File: src/rtl/mcr_pkg.sv
// Shared types for the handshake receiver.
package mcr_pkg;

    // Receiver phases:
    //   idle    - between messages
    //   confirm - candidate byte held, waiting for an identical repeat
    //   ack     - acknowledge held low
    //   release - acknowledge high, waiting for the next byte or for idle
    typedef enum logic [1:0] {
        ST_IDLE    = 2'd0,
        ST_CONFIRM = 2'd1,
        ST_ACK     = 2'd2,
        ST_RELEASE = 2'd3
    } mcr_state_e;

endpackage

File: src/rtl/mcr_cand_reg.sv
// Candidate byte register.
// Holds the byte last seen in the confirm phase and compares it with the
// incoming byte. Assumes load and clr are asserted only on frame or abort
// decisions made by the controller; clr wins over load.
module mcr_cand_reg #(
    parameter int DATA_W = 8
) (
    input  logic              clk,
    input  logic              rst_n,
    input  logic              load,
    input  logic              clr,
    input  logic [DATA_W-1:0] din,
    output logic [DATA_W-1:0] cand,
    output logic              match
);

    // Capture or clear the candidate value.
    always_ff @(posedge clk) begin
        if (!rst_n || clr) begin
            cand <= '0;
        end else if (load) begin
            cand <= din;
        end
    end

    // Incoming byte equals the held candidate.
    always_comb begin
        match = (din == cand);
    end

endmodule

File: src/rtl/mcr_ack_timer.sv
// Acknowledge frame counter.
// Loaded with the hold length when a byte is accepted. It counts down once
// per frame strobe, and `done` flags the strobe that ends the hold.
// Assumes start never coincides with a running count.
module mcr_ack_timer #(
    parameter int FRAMES = 2
) (
    input  logic clk,
    input  logic rst_n,
    input  logic start,
    input  logic tick,
    input  logic clr,
    output logic done
);

    localparam int LEN = (FRAMES < 1) ? 1 : FRAMES;
    localparam int CW  = $clog2(LEN + 1);

    logic [CW-1:0] cnt_q;

    // Load, count down per frame, or clear on abort.
    always_ff @(posedge clk) begin
        if (!rst_n || clr) begin
            cnt_q <= '0;
        end else if (start) begin
            cnt_q <= CW'(LEN);
        end else if (tick && (cnt_q != '0)) begin
            cnt_q <= cnt_q - 1'b1;
        end
    end

    // Final frame of the hold.
    always_comb begin
        done = tick && (cnt_q == CW'(1));
    end

endmodule

File: src/rtl/mcr_idle_cnt.sv
// Consecutive-inactive-frame counter.
// Counts frames whose marker is inactive (high) and saturates at two. Any
// active frame resets it to zero. The controller reads the count before
// the current frame is added. clr wins over the frame update.
module mcr_idle_cnt (
    input  logic clk,
    input  logic rst_n,
    input  logic tick,
    input  logic mark_hi,
    input  logic clr,
    output logic seen_hi,
    output logic one_hi
);

    logic [1:0] hi_q;

    // Track the run of inactive frames.
    always_ff @(posedge clk) begin
        if (!rst_n || clr) begin
            hi_q <= 2'd0;
        end else if (tick) begin
            if (!mark_hi) begin
                hi_q <= 2'd0;
            end else if (hi_q != 2'd2) begin
                hi_q <= hi_q + 2'd1;
            end
        end
    end

    // Decode the count for the controller.
    always_comb begin
        seen_hi = (hi_q != 2'd0);
        one_hi  = (hi_q == 2'd1);
    end

endmodule

File: src/rtl/mcr_rx.sv
// Handshake receiver top.
// Samples the transmit marker and the data byte on each frame strobe. A
// byte is confirmed across two frames and then acknowledged by holding
// rx_ack_n low for ACK_FRAMES frames. End of message and aborts are
// reported with one-cycle pulses. Assumes frame_stb is a one-cycle pulse
// and that tx_mark_n and chan_data are stable in the strobe cycle.
module mcr_rx
    import mcr_pkg::*;
#(
    parameter int DATA_W     = 8,
    parameter int ACK_FRAMES = 2
) (
    input  logic              clk,
    input  logic              rst_n,
    input  logic              frame_stb,
    input  logic              tx_mark_n,
    input  logic [DATA_W-1:0] chan_data,
    input  logic              abort_req,
    output logic              rx_ack_n,
    output logic [DATA_W-1:0] rx_data,
    output logic              rx_valid,
    output logic              rx_first,
    output logic              rx_eom,
    output logic              rx_abort
);

    mcr_state_e        state_q, state_d;
    logic [DATA_W-1:0] cand;
    logic              cand_match;
    logic              cand_load, cand_clr;
    logic              ack_start, ack_clr, ack_done;
    logic              hi_clr, seen_hi, one_hi;
    logic              accept, eom_d, abort_d;
    logic              ack_low, ack_rel;
    logic              first_set, first_clr, first_pend_q;

    mcr_cand_reg #(.DATA_W(DATA_W)) u_cand (
        .clk   (clk),
        .rst_n (rst_n),
        .load  (cand_load),
        .clr   (cand_clr),
        .din   (chan_data),
        .cand  (cand),
        .match (cand_match)
    );

    mcr_ack_timer #(.FRAMES(ACK_FRAMES)) u_ack (
        .clk   (clk),
        .rst_n (rst_n),
        .start (ack_start),
        .tick  (frame_stb),
        .clr   (ack_clr),
        .done  (ack_done)
    );

    mcr_idle_cnt u_idle (
        .clk     (clk),
        .rst_n   (rst_n),
        .tick    (frame_stb),
        .mark_hi (tx_mark_n),
        .clr     (hi_clr),
        .seen_hi (seen_hi),
        .one_hi  (one_hi)
    );

    // Per-frame protocol decisions and the next phase.
    always_comb begin
        state_d   = state_q;
        cand_load = 1'b0;
        cand_clr  = 1'b0;
        ack_start = 1'b0;
        ack_clr   = 1'b0;
        hi_clr    = 1'b0;
        accept    = 1'b0;
        eom_d     = 1'b0;
        abort_d   = 1'b0;
        ack_low   = 1'b0;
        ack_rel   = 1'b0;
        first_set = 1'b0;
        first_clr = 1'b0;
        if (abort_req) begin
            abort_d   = 1'b1;
        end else if (frame_stb) begin
            unique case (state_q)
                ST_IDLE: begin
                    if (!tx_mark_n && seen_hi) begin
                        cand_load = 1'b1;
                        first_set = 1'b1;
                        state_d   = ST_CONFIRM;
                    end
                end
                ST_CONFIRM: begin
                    if (tx_mark_n) begin
                        abort_d = 1'b1;
                    end else if (cand_match) begin
                        accept    = 1'b1;
                        first_clr = 1'b1;
                        ack_low   = 1'b1;
                        ack_start = 1'b1;
                        state_d   = ST_ACK;
                    end else begin
                        cand_load = 1'b1;
                    end
                end
                ST_ACK: begin
                    if (ack_done) begin
                        ack_rel = 1'b1;
                        hi_clr  = 1'b1;
                        state_d = ST_RELEASE;
                    end
                end
                ST_RELEASE: begin
                    if (tx_mark_n) begin
                        if (one_hi) begin
                            eom_d   = 1'b1;
                            state_d = ST_IDLE;
                        end
                    end else if (one_hi) begin
                        cand_load = 1'b1;
                        state_d   = ST_CONFIRM;
                    end
                end
                default: state_d = ST_IDLE;
            endcase
        end
        if (abort_d) begin
            state_d   = ST_IDLE;
            cand_load = 1'b0;
            cand_clr  = 1'b1;
            ack_clr   = 1'b1;
            hi_clr    = 1'b1;
            ack_rel   = 1'b1;
            first_clr = 1'b1;
        end
    end

    // Phase, output pulses, delivered byte and acknowledge level.
    always_ff @(posedge clk) begin
        if (!rst_n) begin
            state_q      <= ST_IDLE;
            rx_ack_n     <= 1'b1;
            rx_data      <= '0;
            rx_valid     <= 1'b0;
            rx_first     <= 1'b0;
            rx_eom       <= 1'b0;
            rx_abort     <= 1'b0;
            first_pend_q <= 1'b0;
        end else begin
            state_q  <= state_d;
            rx_valid <= accept;
            rx_eom   <= eom_d;
            rx_abort <= abort_d;
            if (accept) begin
                rx_data  <= cand;
                rx_first <= first_pend_q;
            end
            if (ack_low) begin
                rx_ack_n <= 1'b0;
            end else if (ack_rel) begin
                rx_ack_n <= 1'b1;
            end
            if (first_set) begin
                first_pend_q <= 1'b1;
            end else if (first_clr) begin
                first_pend_q <= 1'b0;
            end
        end
    end

endmodule

File: config.mk
export PLATFORM = sky130hd
export DESIGN_NAME = mcr_rx
export DESIGN_NICKNAME = d
export VERILOG_FILES = /design/src/rtl/mcr_pkg.sv /design/src/rtl/mcr_cand_reg.sv /design/src/rtl/mcr_ack_timer.sv /design/src/rtl/mcr_idle_cnt.sv /design/src/rtl/mcr_rx.sv
export SDC_FILE = /design/constraint.sdc
export NUM_CORES = 1
export LEC_CHECK = 0
export CORE_UTILIZATION = 51
export CTS_CLUSTER_DIAMETER = 80
export DETAILED_ROUTE_END_ITERATION = 10
export PLACE_DENSITY = 0.78
export REMOVE_ABC_BUFFERS = 1
export SLEW_MARGIN = 5
export SYNTH_ARGS = -nofsm -noshare
export SYNTH_HDL_FRONTEND = slang
export SYNTH_SLANG_ARGS = --single-unit
File: constraint.sdc
create_clock -name clk -period 2.4 [get_ports clk]
set_input_delay 0.24 -clock clk [delete_from_list [all_inputs] [get_ports clk]]
set_output_delay 0.24 -clock clk [all_outputs]
set_load 0.05 [all_outputs]
# --- Word-level counts from Yosys, hierarchy flattened ---
# Cells that the tools add are included.
# W data, S select, Z words.
classes:
  add_sub_neg: 2
  eq_ne: 13
  mux: 44
  n_bitwise: 5
  n_reduce_logical: 18
ops:
  columns: ["operator", "count"]
  rows:
  - ["$mux W1", 31]
  - ["$mux W2", 11]
  - ["$ne A2 B2 Y1 const B", 6]
  - ["$reduce_bool A2 Y1", 5]
  - ["$eq A8 B8 Y1", 1]
  - ["$pmux W2 S4", 1]
  - ["$reduce_and A7 Y1", 1]
  - ["$eq A2 B1 Y1 const B", 3]
  - ["$not A1 Y1", 5]
  - ["$reduce_or A5 Y1", 1]
  - ["$eq A2 B2 Y1 const B", 2]
  - ["$reduce_or A2 Y1", 2]
  - ["$logic_and A1 B1 Y1", 3]
  - ["$pmux W1 S3", 1]
  - ["$add A2 B1 Y2 const B", 1]
  - ["$logic_not A1 Y1", 2]
  - ["$logic_not A2 Y1", 1]
  - ["$logic_or A1 B1 Y1", 2]
  - ["$ne A2 B1 Y1 const B", 1]
  - ["$reduce_and A2 Y1", 1]
  - ["$sub A2 B1 Y2 const B", 1]
word_totals:
  ff_bits: 28
  inputBits: 13
  output_inout_bits: 13

# --- Logic depth before layout (Yosys ltp) ---
# Gate-level depths: netlist of run 1.
depth:
  word_depth: 9
  mapped_depth: 8

# --- Hierarchy ---
# Synthesis of run 1 repeated with hierarchy kept, for this count alone.
unflattened:
  hier_cells: 159
  area_unflattened_um2: 1491.4
by_module_without_submodules:
  columns: ["mod", "n_inst", "cells_each", "area_per_inst_um2", "seq_area_each_um2"]
  rows:
  - ["mcr_rx", 1, 92, 823.3, 320.3]
  - ["mcr_cand_reg", 1, 38, 379.1, 160.2]
  - ["mcr_idle_cnt", 1, 16, 147.6, 40.0]
  - ["mcr_ack_timer", 1, 13, 141.4, 40.0]

# --- Least setup slack after synthesis of run 1 ---
# OpenSTA, ideal clock, no wires.
synth_path:
  path_type: "flip-flop to flip-flop"
  startpoint: "reg state_q[1]"
  endpoint: "reg first_pend_q"
  setup_time_ns: 0.128
  arrival_ns: 1.573
  required_time_ns: 2.272
  setup_slack_ns: 0.699
  stages_incl_launch_ff: 8
  path_cell_list: "dfxtp_1 inv_1 ha_1 or3b_1 nand3b_4 buf_6 a32oi_1 nor2_1"
synth_between:
  elab_chain_len: 6
  word_cells_on_any_way: 14
synth_rtl:
  columns: ["element", "line_no", "source"]
  rows:
  - ["start: declaration", "mcr_rx.sv:27", "mcr_state_e state_q, state_d;"]
  - ["start signal: assignment", "mcr_rx.sv:149", "state_q <= state_d;"]
  - ["$eq A2 B1 Y1", "mcr_rx.sv:84", "unique case (state_q)"]
  - ["$mux W1", "mcr_rx.sv:84", null]
  - ["$mux W1", "mcr_rx.sv:83", "end else if (frame_stb) begin"]
  - ["$mux W1", "mcr_rx.sv:81", "if (abort_req) begin"]
  - ["$mux W1", "mcr_rx.sv:126", "if (abort_d) begin"]
  - ["$reduce_bool A2 Y1 (no line)", null, null]
  - ["end signal: assignment", "mcr_rx.sv:147", "first_pend_q <= 1'b0;"]
  - ["end signal: assignment", "mcr_rx.sv:163", "first_pend_q <= 1'b1;"]
  - ["end signal: assignment", "mcr_rx.sv:165", "first_pend_q <= 1'b0;"]
  - ["end: declaration", "mcr_rx.sv:35", "logic first_set, first_clr, first_pend_q;"]
# Several ways; a longest one is shown, not always the timed one.
# A chain may end at the register's enable or synchronous reset.

# --- Worst setup path after layout of run 1 ---
layout_path:
  startpoint: "reg state_q[1]"
  endpoint: "reg u_cand.cand[4]"
layout_between:
  elab_chain_len: 6
  word_cells_on_any_way: 12
layout_rtl:
  columns: ["element", "line_no", "source"]
  rows:
  - ["$eq A2 B1 Y1", "mcr_rx.sv:84", null]
  - ["$mux W1", "mcr_rx.sv:84", null]
  - ["$mux W1", "mcr_rx.sv:83", null]
  - ["$mux W1", "mcr_rx.sv:81", null]
  - ["$mux W1", "mcr_rx.sv:126", null]
  - ["$logic_or A1 B1 Y1", "mcr_cand_reg.sv:19", "if (!rst_n || clr) begin"]
  - ["end signal: assignment", "mcr_cand_reg.sv:22", "cand <= din;"]
  - ["end: declaration", "mcr_cand_reg.sv:13", "output logic [DATA_W-1:0] cand,"]
# Several ways; a longest one is shown, not always the timed one.

==> impl_metrics.env, run 1 <==
export IMPL_outcome="completed"
export IMPL_hold_buffers=0
export IMPL_cts_root_to_sink_buffers=2
export IMPL_relSlewSlack_pct=66.9
export IMPL_reg2reg_to="u_cand.cand[4]"
export IMPL_synth_simple_gate_area_share_pct=21.0
export IMPL_clk_transition_reported_paths_ps=140
export IMPL_setup_viol=0
export IMPL_totalPowerFinal_w=0.000726
export IMPL_clock_sinks=28
export IMPL_synth_yosys_seq_area_share_pct=40.0
export IMPL_die_width_um=54.4
export IMPL_num_rows=18
export IMPL_grt_util_all_layers_pct=22.4
export IMPL_vdd_drop_max_v=0.000302
export IMPL_r2r_cells=6
export IMPL_clockPowerShare_pct=26.2
export IMPL_crit_required_ps=2660
export IMPL_route_vias_total=1185
export IMPL_cp_start_kind="flop"
export IMPL_post_route_cells_drive_above_1_share_pct=4.97
export IMPL_critical_path_max_fanout=8
export IMPL_finClkSkew_ps=2.01
export IMPL_postCtsSetupRepairBufs=0
export IMPL_io_pin_count=26
export IMPL_floorplan_core_area_mm2=0.00254
export IMPL_routed_via_density=5.62
export IMPL_drv_max_cap_violation_count=0
export IMPL_ys_warn_count=0
export IMPL_design_final_nets=206
export IMPL_die_h_um=54.4
export IMPL_detail_route_wirelength_um=2990
export IMPL_main_combinational_cell_family_by_area_after_synthesis="simple AND/OR/NAND/NOR gates"
export IMPL_max_freq_mhz=523
export IMPL_route_antenna_remaining_nets=0
export IMPL_postLayoutCoreUtil_pct=67.0
export IMPL_power_switching_w=0.000170
export IMPL_min_path_type="flop to flop"
export IMPL_io_buffers=25
export IMPL_syn_mean_instance_area_um2=9.05
export IMPL_worst_path_largest_cell_delay_ps=420
export IMPL_layout_min_cycle_time_ps=1910
export IMPL_antenna_found_initial=0
export IMPL_cts_repair_resized=0
export IMPL_synthToLayoutAreaGrowth_pct=21.6
export IMPL_startpoint_of_the_worst_setup_timing_path="state_q[1]"
export IMPL_detail_route_iter0_violations=24
export IMPL_sequentialPowerShare_pct=64.5
export IMPL_yosys_register_bits=28
export IMPL_worst_ep_arrival_time_ps=2170
export IMPL_tritoncts="built"
export IMPL_synthesis_instances=155
export IMPL_cts_buffers_inserted=3
export IMPL_mappedNetlistArea_mm2=0.00140
export IMPL_grt_first_pass_wirelength_um=4770
export IMPL_post_synth_num_cell_types=34
export IMPL_critical_path_slowest_cell="sky130_fd_sc_hd__or3b_1"
export IMPL_post_route_drc_count=0
export IMPL_antenna_cells=0
export IMPL_globalRouteOverflowTotal=0
export IMPL_final_max_slew_violation_count=0
export IMPL_drt_pass1_iterations=5
export IMPL_fin_tns_setup_ps=0
export IMPL_r2r_start="state_q[1]"
export IMPL_synth_mux_area_fraction_pct=7.14
export IMPL_path_cells="inv_1, ha_1, or3b_1, a211oi_2, o21ai_0, a21oi_1"
export IMPL_cell_internal_pwr_w=0.000556
export IMPL_comb_power_share_pct=9.3
export IMPL_critPathCapture="u_cand.cand[4]"
export IMPL_first_global_vias=1129
export IMPL_routabilityCongestion=0.904
export IMPL_final_min_period_over_clock_period_pct=79.7
export IMPL_post_synthesis_compound_gate_area_fraction_pct=13.4
export IMPL_power_density_cell_area_mw_per_mm2=426
export IMPL_timing_final_hold_violations=0
export IMPL_timing_critical_path_to_type="flop"
export IMPL_rrSetupSlack_ps=490
export IMPL_power_switching_share_pct=23.4
export IMPL_synth_xor_xnor_area_share_pct=5.62
export IMPL_grt_setup_unrepaired="false"
export IMPL_wl_per_cell_um=14.2
export IMPL_tightest_slew_ps=494
export IMPL_insertion_delay_ps=320
export IMPL_floorplan_die_area_mm2=0.00296
export IMPL_cts_htree_levels=1
export IMPL_hold_path_startpoint="rx_ack_n"
export IMPL_floorplan_initialDensity_pct=55.1
export IMPL_place_hpwl_um=2310
export IMPL_synth_adder_area_share_pct=8.92
export IMPL_ctsRootBufferMaster="sky130_fd_sc_hd__clkbuf_4"
export IMPL_maximum_number_of_pins_on_one_net_before_global_route_repair=15
export IMPL_static_leakage_power_nw=0.709
export IMPL_critical_path_class="flop to flop"
## registers in the layout, indices dropped and copies added, names as in the netlist
signal,count
rx_valid,1
rx_eom,1
rx_abort,1
rx_data,8
u_ack.cnt_q,2
rx_first,1
first_pend_q,1
u_cand.cand,8
u_idle.hi_q,2
state_q,2
rx_ack_n,1
## synth_stat cells
library cell,instances,area [um2]
sky130_fd_sc_hd__dfxtp_1,28,561
sky130_fd_sc_hd__nor2_1,21,78.8
sky130_fd_sc_hd__a21oi_1,14,70.1
sky130_fd_sc_hd__ha_1,10,125
sky130_fd_sc_hd__mux2i_1,10,100
sky130_fd_sc_hd__o21ai_0,10,50.1
sky130_fd_sc_hd__inv_1,9,33.8
sky130_fd_sc_hd__nand3_1,9,45.0
sky130_fd_sc_hd__nand2_1,8,30.0
sky130_fd_sc_hd__xor2_1,8,70.1
sky130_fd_sc_hd__nor2b_1,3,18.8
sky130_fd_sc_hd__clkbuf_1,2,7.51
sky130_fd_sc_hd__nor4_4,2,42.5
sky130_fd_sc_hd__a211o_1,1,8.76
sky130_fd_sc_hd__a211oi_2,1,12.5
sky130_fd_sc_hd__a21boi_1,1,7.51
sky130_fd_sc_hd__a221oi_1,1,8.76
sky130_fd_sc_hd__a22oi_1,1,7.51
sky130_fd_sc_hd__a31oi_1,1,6.26
sky130_fd_sc_hd__a32oi_1,1,8.76
sky130_fd_sc_hd__and2_1,1,6.26
sky130_fd_sc_hd__and3_1,1,6.26
sky130_fd_sc_hd__buf_1,1,3.75
sky130_fd_sc_hd__buf_6,1,11.3
sky130_fd_sc_hd__nand2b_1,1,6.26
sky130_fd_sc_hd__nand3b_4,1,20.0
sky130_fd_sc_hd__nand4_1,1,6.26
sky130_fd_sc_hd__nor3_1,1,5.00
sky130_fd_sc_hd__nor4_1,1,6.26
sky130_fd_sc_hd__o31ai_1,1,7.51
sky130_fd_sc_hd__or3_1,1,6.26
sky130_fd_sc_hd__or3b_1,1,8.76
sky130_fd_sc_hd__or4_1,1,7.51
sky130_fd_sc_hd__xnor2_1,1,8.76
## worst min path at each step
stage / to / slack (ps) / cells after the start
detailed placement: rx_ack_n / 470 / 2
global placement: rx_ack_n / 450 / 2
global route: rx_ack_n / 520 / 2
CTS: rx_ack_n / 500 / 2
finish: rx_ack_n / 490 / 2
floorplan: rx_eom / 380 / 2
## routing by layer
metal	vias to the layer above	share of wire, %	GRT usage, %
li1	590	-	-
met1	566	44	25.4
met2	27	52	39.8
met3	2	3.3	4.17
met4	0	0.60	10.7
met5	-	0	0
## area by class of cell
type,instances,area (um2)
repair buffers,27,265
fillers,232,840
flip-flops and latches,28,561
multi-input cells,114,786
well taps,30,37.5
inverters,9,33.8
clock buffers,3,22.5
## per-stage QoR
| stage | cell area (um2) | setup WS (ps) | hold WS [ps] | std cells |
|---|---|---|---|---|
| final | 1710 | 486 | 490 | 211 |
| after global routing | 1710 | 287 | 520 | 211 |
| after CTS | 1710 | 496 | 500 | 211 |
| after detailed placement | 1680 | 197 | 468 | 208 |
| after global placement | 1680 | 247 | 453 | 208 |
| after floorplan | 1380 | 719 | 383 | 151 |
## power groups by stage
| stage | clock network [W] | registers, W | logic, W |
|---|---|---|---|
| after global routing | 0.000207 | 0.000469 | 0.0000734 |
| final | 0.000190 | 0.000468 | 0.0000678 |
| after floorplan | 0 | 0.000481 | 0.0000277 |
| after detailed placement | 0 | 0.000478 | 0.0000673 |
| after global placement | 0 | 0.000478 | 0.0000658 |
| after CTS | 0.000191 | 0.000468 | 0.0000676 |
## placed cells by master, fill, tap and decap left out, drive strengths merged
| master | synthesis | routed |
|---|---|---|
| dfxtp | 28 | 28 |
| clkdlybuf4s50 | 0 | 25 |
| nor2 | 21 | 21 |
| a21oi | 14 | 14 |
| mux2i | 10 | 10 |
| o21ai | 10 | 10 |
| ha | 10 | 10 |
| inv | 9 | 9 |
| nand3 | 9 | 9 |
| xor2 | 8 | 8 |
| nand2 | 8 | 8 |
| nor2b | 3 | 3 |
| clkbuf | 2 | 3 |
| nor4 | 3 | 3 |
| buf | 2 | 2 |
| nand2b | 1 | 1 |
| or3b | 1 | 1 |
| nand3b | 1 | 1 |
| a31oi | 1 | 1 |
| and2 | 1 | 1 |
| a221oi | 1 | 1 |
| a21boi | 1 | 1 |
| nor3 | 1 | 1 |
| o31ai | 1 | 1 |
| or3 | 1 | 1 |
| a32oi | 1 | 1 |
| or4 | 1 | 1 |
| a211o | 1 | 1 |
| a211oi | 1 | 1 |
| xnor2 | 1 | 1 |
| and3 | 1 | 1 |
| a22oi | 1 | 1 |
| nand4 | 1 | 1 |
## cell families (layout without fill, tap and decap cells)
group / Yosys count / in the layout
AO/OA/AOI/OAI: 32 / 32
XOR/XNOR: 9 / 9
adder cells (fa/ha/maj): 10 / 10
buffers and inverters: 13 / 39
flip-flops: 28 / 28
multiplexers: 10 / 10
AND/OR/NAND/NOR: 53 / 53
## critical path, delay by kind of cell, from the launching register on
kind,cells,cell delay [ps]
AO/OA/AOI/OAI,3,730
AND/OR/NAND/NOR,1,420
buffers and inverters,1,110
adder cells (fa/ha/maj),1,220
flip-flops,1,370
Note: power is estimated with default switching activity, not from simulation.
==> run 2, diff against run 1 <==
Settings changed: CORE_UTILIZATION 51 to 46, PLACE_DENSITY 0.78 to 0.74.
Clock period 2.4 ns to 1.6 ns, I/O delays scaled along.
==> impl_metrics.env, run 2 (synthesis results as in run 1) <==
export IMPL_min_path_type="primary input to flop"
export IMPL_place_detailed_instances=231
export IMPL_setup_viol=18
export IMPL_finClkSkew_ps=4.51
export IMPL_failed_checks="DRC, setup timing"
export IMPL_drv_max_cap_violation_count=0
export IMPL_design_final_nets=239
export IMPL_crit_required_ps=1850
export IMPL_synthToLayoutAreaGrowth_pct=55.8
export IMPL_routabilityCongestion=0.882
export IMPL_vdd_drop_max_v=0.000358
export IMPL_floorplan_core_area_mm2=0.00283
export IMPL_hold_path_startpoint="chan_data[6]"
export IMPL_insertion_delay_ps=320
export IMPL_startpoint_of_the_worst_setup_timing_path="state_q[1]"
export IMPL_num_rows=19
export IMPL_first_global_vias=1355
export IMPL_post_route_cells_drive_above_1_share_pct=44.2
export IMPL_clk_transition_reported_paths_ps=160
export IMPL_antenna_cells=0
export IMPL_path_cells="inv_4, ha_4, or3b_4, a211oi_4, buf_6, o21ai_2, a21oi_1"
export IMPL_power_density_cell_area_mw_per_mm2=595
export IMPL_tightest_slew_ps=445
export IMPL_die_width_um=57.2
export IMPL_route_vias_total=1316
export IMPL_die_h_um=57.2
export IMPL_timing_final_hold_violations=0
export IMPL_fin_cells=246
export IMPL_cts_htree_levels=1
export IMPL_placed_cell_area_mm2=0.00182
export IMPL_route_antenna_remaining_nets=0
export IMPL_grt_util_all_layers_pct=24.3
export IMPL_final_cell_mix="42 x sky130_fd_sc_hd__buf_4, 21 x sky130_fd_sc_hd__dfxtp_1, 20 x sky130_fd_sc_hd__nor2_1"
export IMPL_final_min_period_over_clock_period_pct=105
export IMPL_worst_path_largest_cell_delay_ps=410
export IMPL_globalRouteOverflowTotal=0
export IMPL_critical_path_max_fanout=5
export IMPL_totalPowerFinal_w=0.00130
export IMPL_floorplan_die_area_mm2=0.00327
export IMPL_layout_min_cycle_time_ps=1670
export IMPL_final_max_slew_violation_count=0
export IMPL_ctsRootBufferMaster="sky130_fd_sc_hd__clkbuf_4"
export IMPL_outcome="finished with violations"
export IMPL_final_setup_margin_ps=-74.5
export IMPL_place_hpwl_um=2360
export IMPL_largest_registers="rx_data: 8 flops, u_cand.cand: 8 flops"
export IMPL_routed_via_density=5.35
export IMPL_cts_buffers_inserted=3
export IMPL_static_leakage_power_nw=0.953
export IMPL_timing_critical_path_to_type="flop"
export IMPL_grt_setup_unrepaired="true"
export IMPL_clock_sinks=28
export IMPL_wl_per_cell_um=15.1
export IMPL_post_route_drc_count=4
export IMPL_cp_start_kind="flop"
export IMPL_critical_path_class="flop to flop"
export IMPL_layout_cell_area_non_filler_mm2=0.00219
export IMPL_fin_tns_setup_ps=-935
export IMPL_floorplan_initialDensity_pct=49.6
export IMPL_layout_commonest_cell="sky130_fd_sc_hd__buf_4"
export IMPL_detail_route_iter0_violations=34
export IMPL_antenna_found_initial=0
export IMPL_max_freq_mhz=597
export IMPL_io_buffers=25
export IMPL_detail_route_wirelength_um=3720
export IMPL_io_pin_count=26
export IMPL_tritoncts="built"
export IMPL_r2r_start="state_q[1]"
export IMPL_cts_root_to_sink_buffers=2
export IMPL_relSlewSlack_pct=70.3
export IMPL_fin_worst_hold_slack_ps=448
export IMPL_maximum_number_of_pins_on_one_net_before_global_route_repair=17
export IMPL_drt_pass1_iterations=7
export IMPL_grt_first_pass_wirelength_um=6180
export IMPL_final_fill_count=193
export IMPL_critical_path_slowest_cell="sky130_fd_sc_hd__or3b_4"
export IMPL_worst_ep_arrival_time_ps=1930
==> run 2: path summary, 6_finish.rpt <==
check	endpoint	slack, ps	cells past startpoint
worst max-delay path	u_cand.cand[3]	-70	7
worst min-delay path	u_cand.cand[6]	450	3
worst min register to register	rx_ack_n	510	2
worst max register to register	u_cand.cand[3]	-70	7
==> run 2: critical path: cells and delay by family, from the launching register on <==
family | cells | cell delay (ps)
AND/OR/NAND/NOR | 1 | 410
AO/OA/AOI/OAI | 3 | 440
flip-flops | 1 | 370
adder cells (fa/ha/maj) | 1 | 130
buffers and inverters | 2 | 250
==> run 2: metal layers <==
metal / vias to the layer above / track usage (%) / share of wire (%)
li1: 653 / - / -
met1: 634 / 29.2 / 43
met2: 25 / 46.1 / 53
met3: 4 / 2.95 / 2.6
met4: 0 / 5.23 / 0.78
met5: - / 0 / 0
==> run 2: layout make-up <==
type                    count  area (um2)  share of cell area, %
clock buffers               3        22.5                   1.03
well taps                  31        38.8                   1.77
flip-flops and latches     28         572                   26.2
clock inverters             1        30.0                   1.37
inverters                   9        38.8                   1.77
multi-input cells         114         972                   44.5
repair buffers             60         512                   23.4
==> run 2: timing repair <==
item,in CTS,in global routing
setup buffers,11,0
hold buffers,0,0
pin swaps,19,10
resized for setup,51,12
setup endpoints to repair,23,24
==> run 2: per-stage QoR <==
step | worst slack [ps] | util (%)
floorplan | -81.3 | -
global placement | -353 | 64.2
detailed placement | -405 | 64.2
CTS | -36.7 | 75.6
global route | -134 | 77.3
finish | -74.5 | 77.3
==> run 2: power breakdown <==
group	switching, W	internal, W
Clock	0.000212	0.000253
Sequential	0.00000143	0.000699
Combinational	0.0000704	0.0000644
Total	0.000284	0.00102
==> run 3, diff against run 2 <==
Settings changed: SLEW_MARGIN 5 to 20.
==> results of run 3 <==
No change in the layout: final DEF, timing and power equal those of run 2.
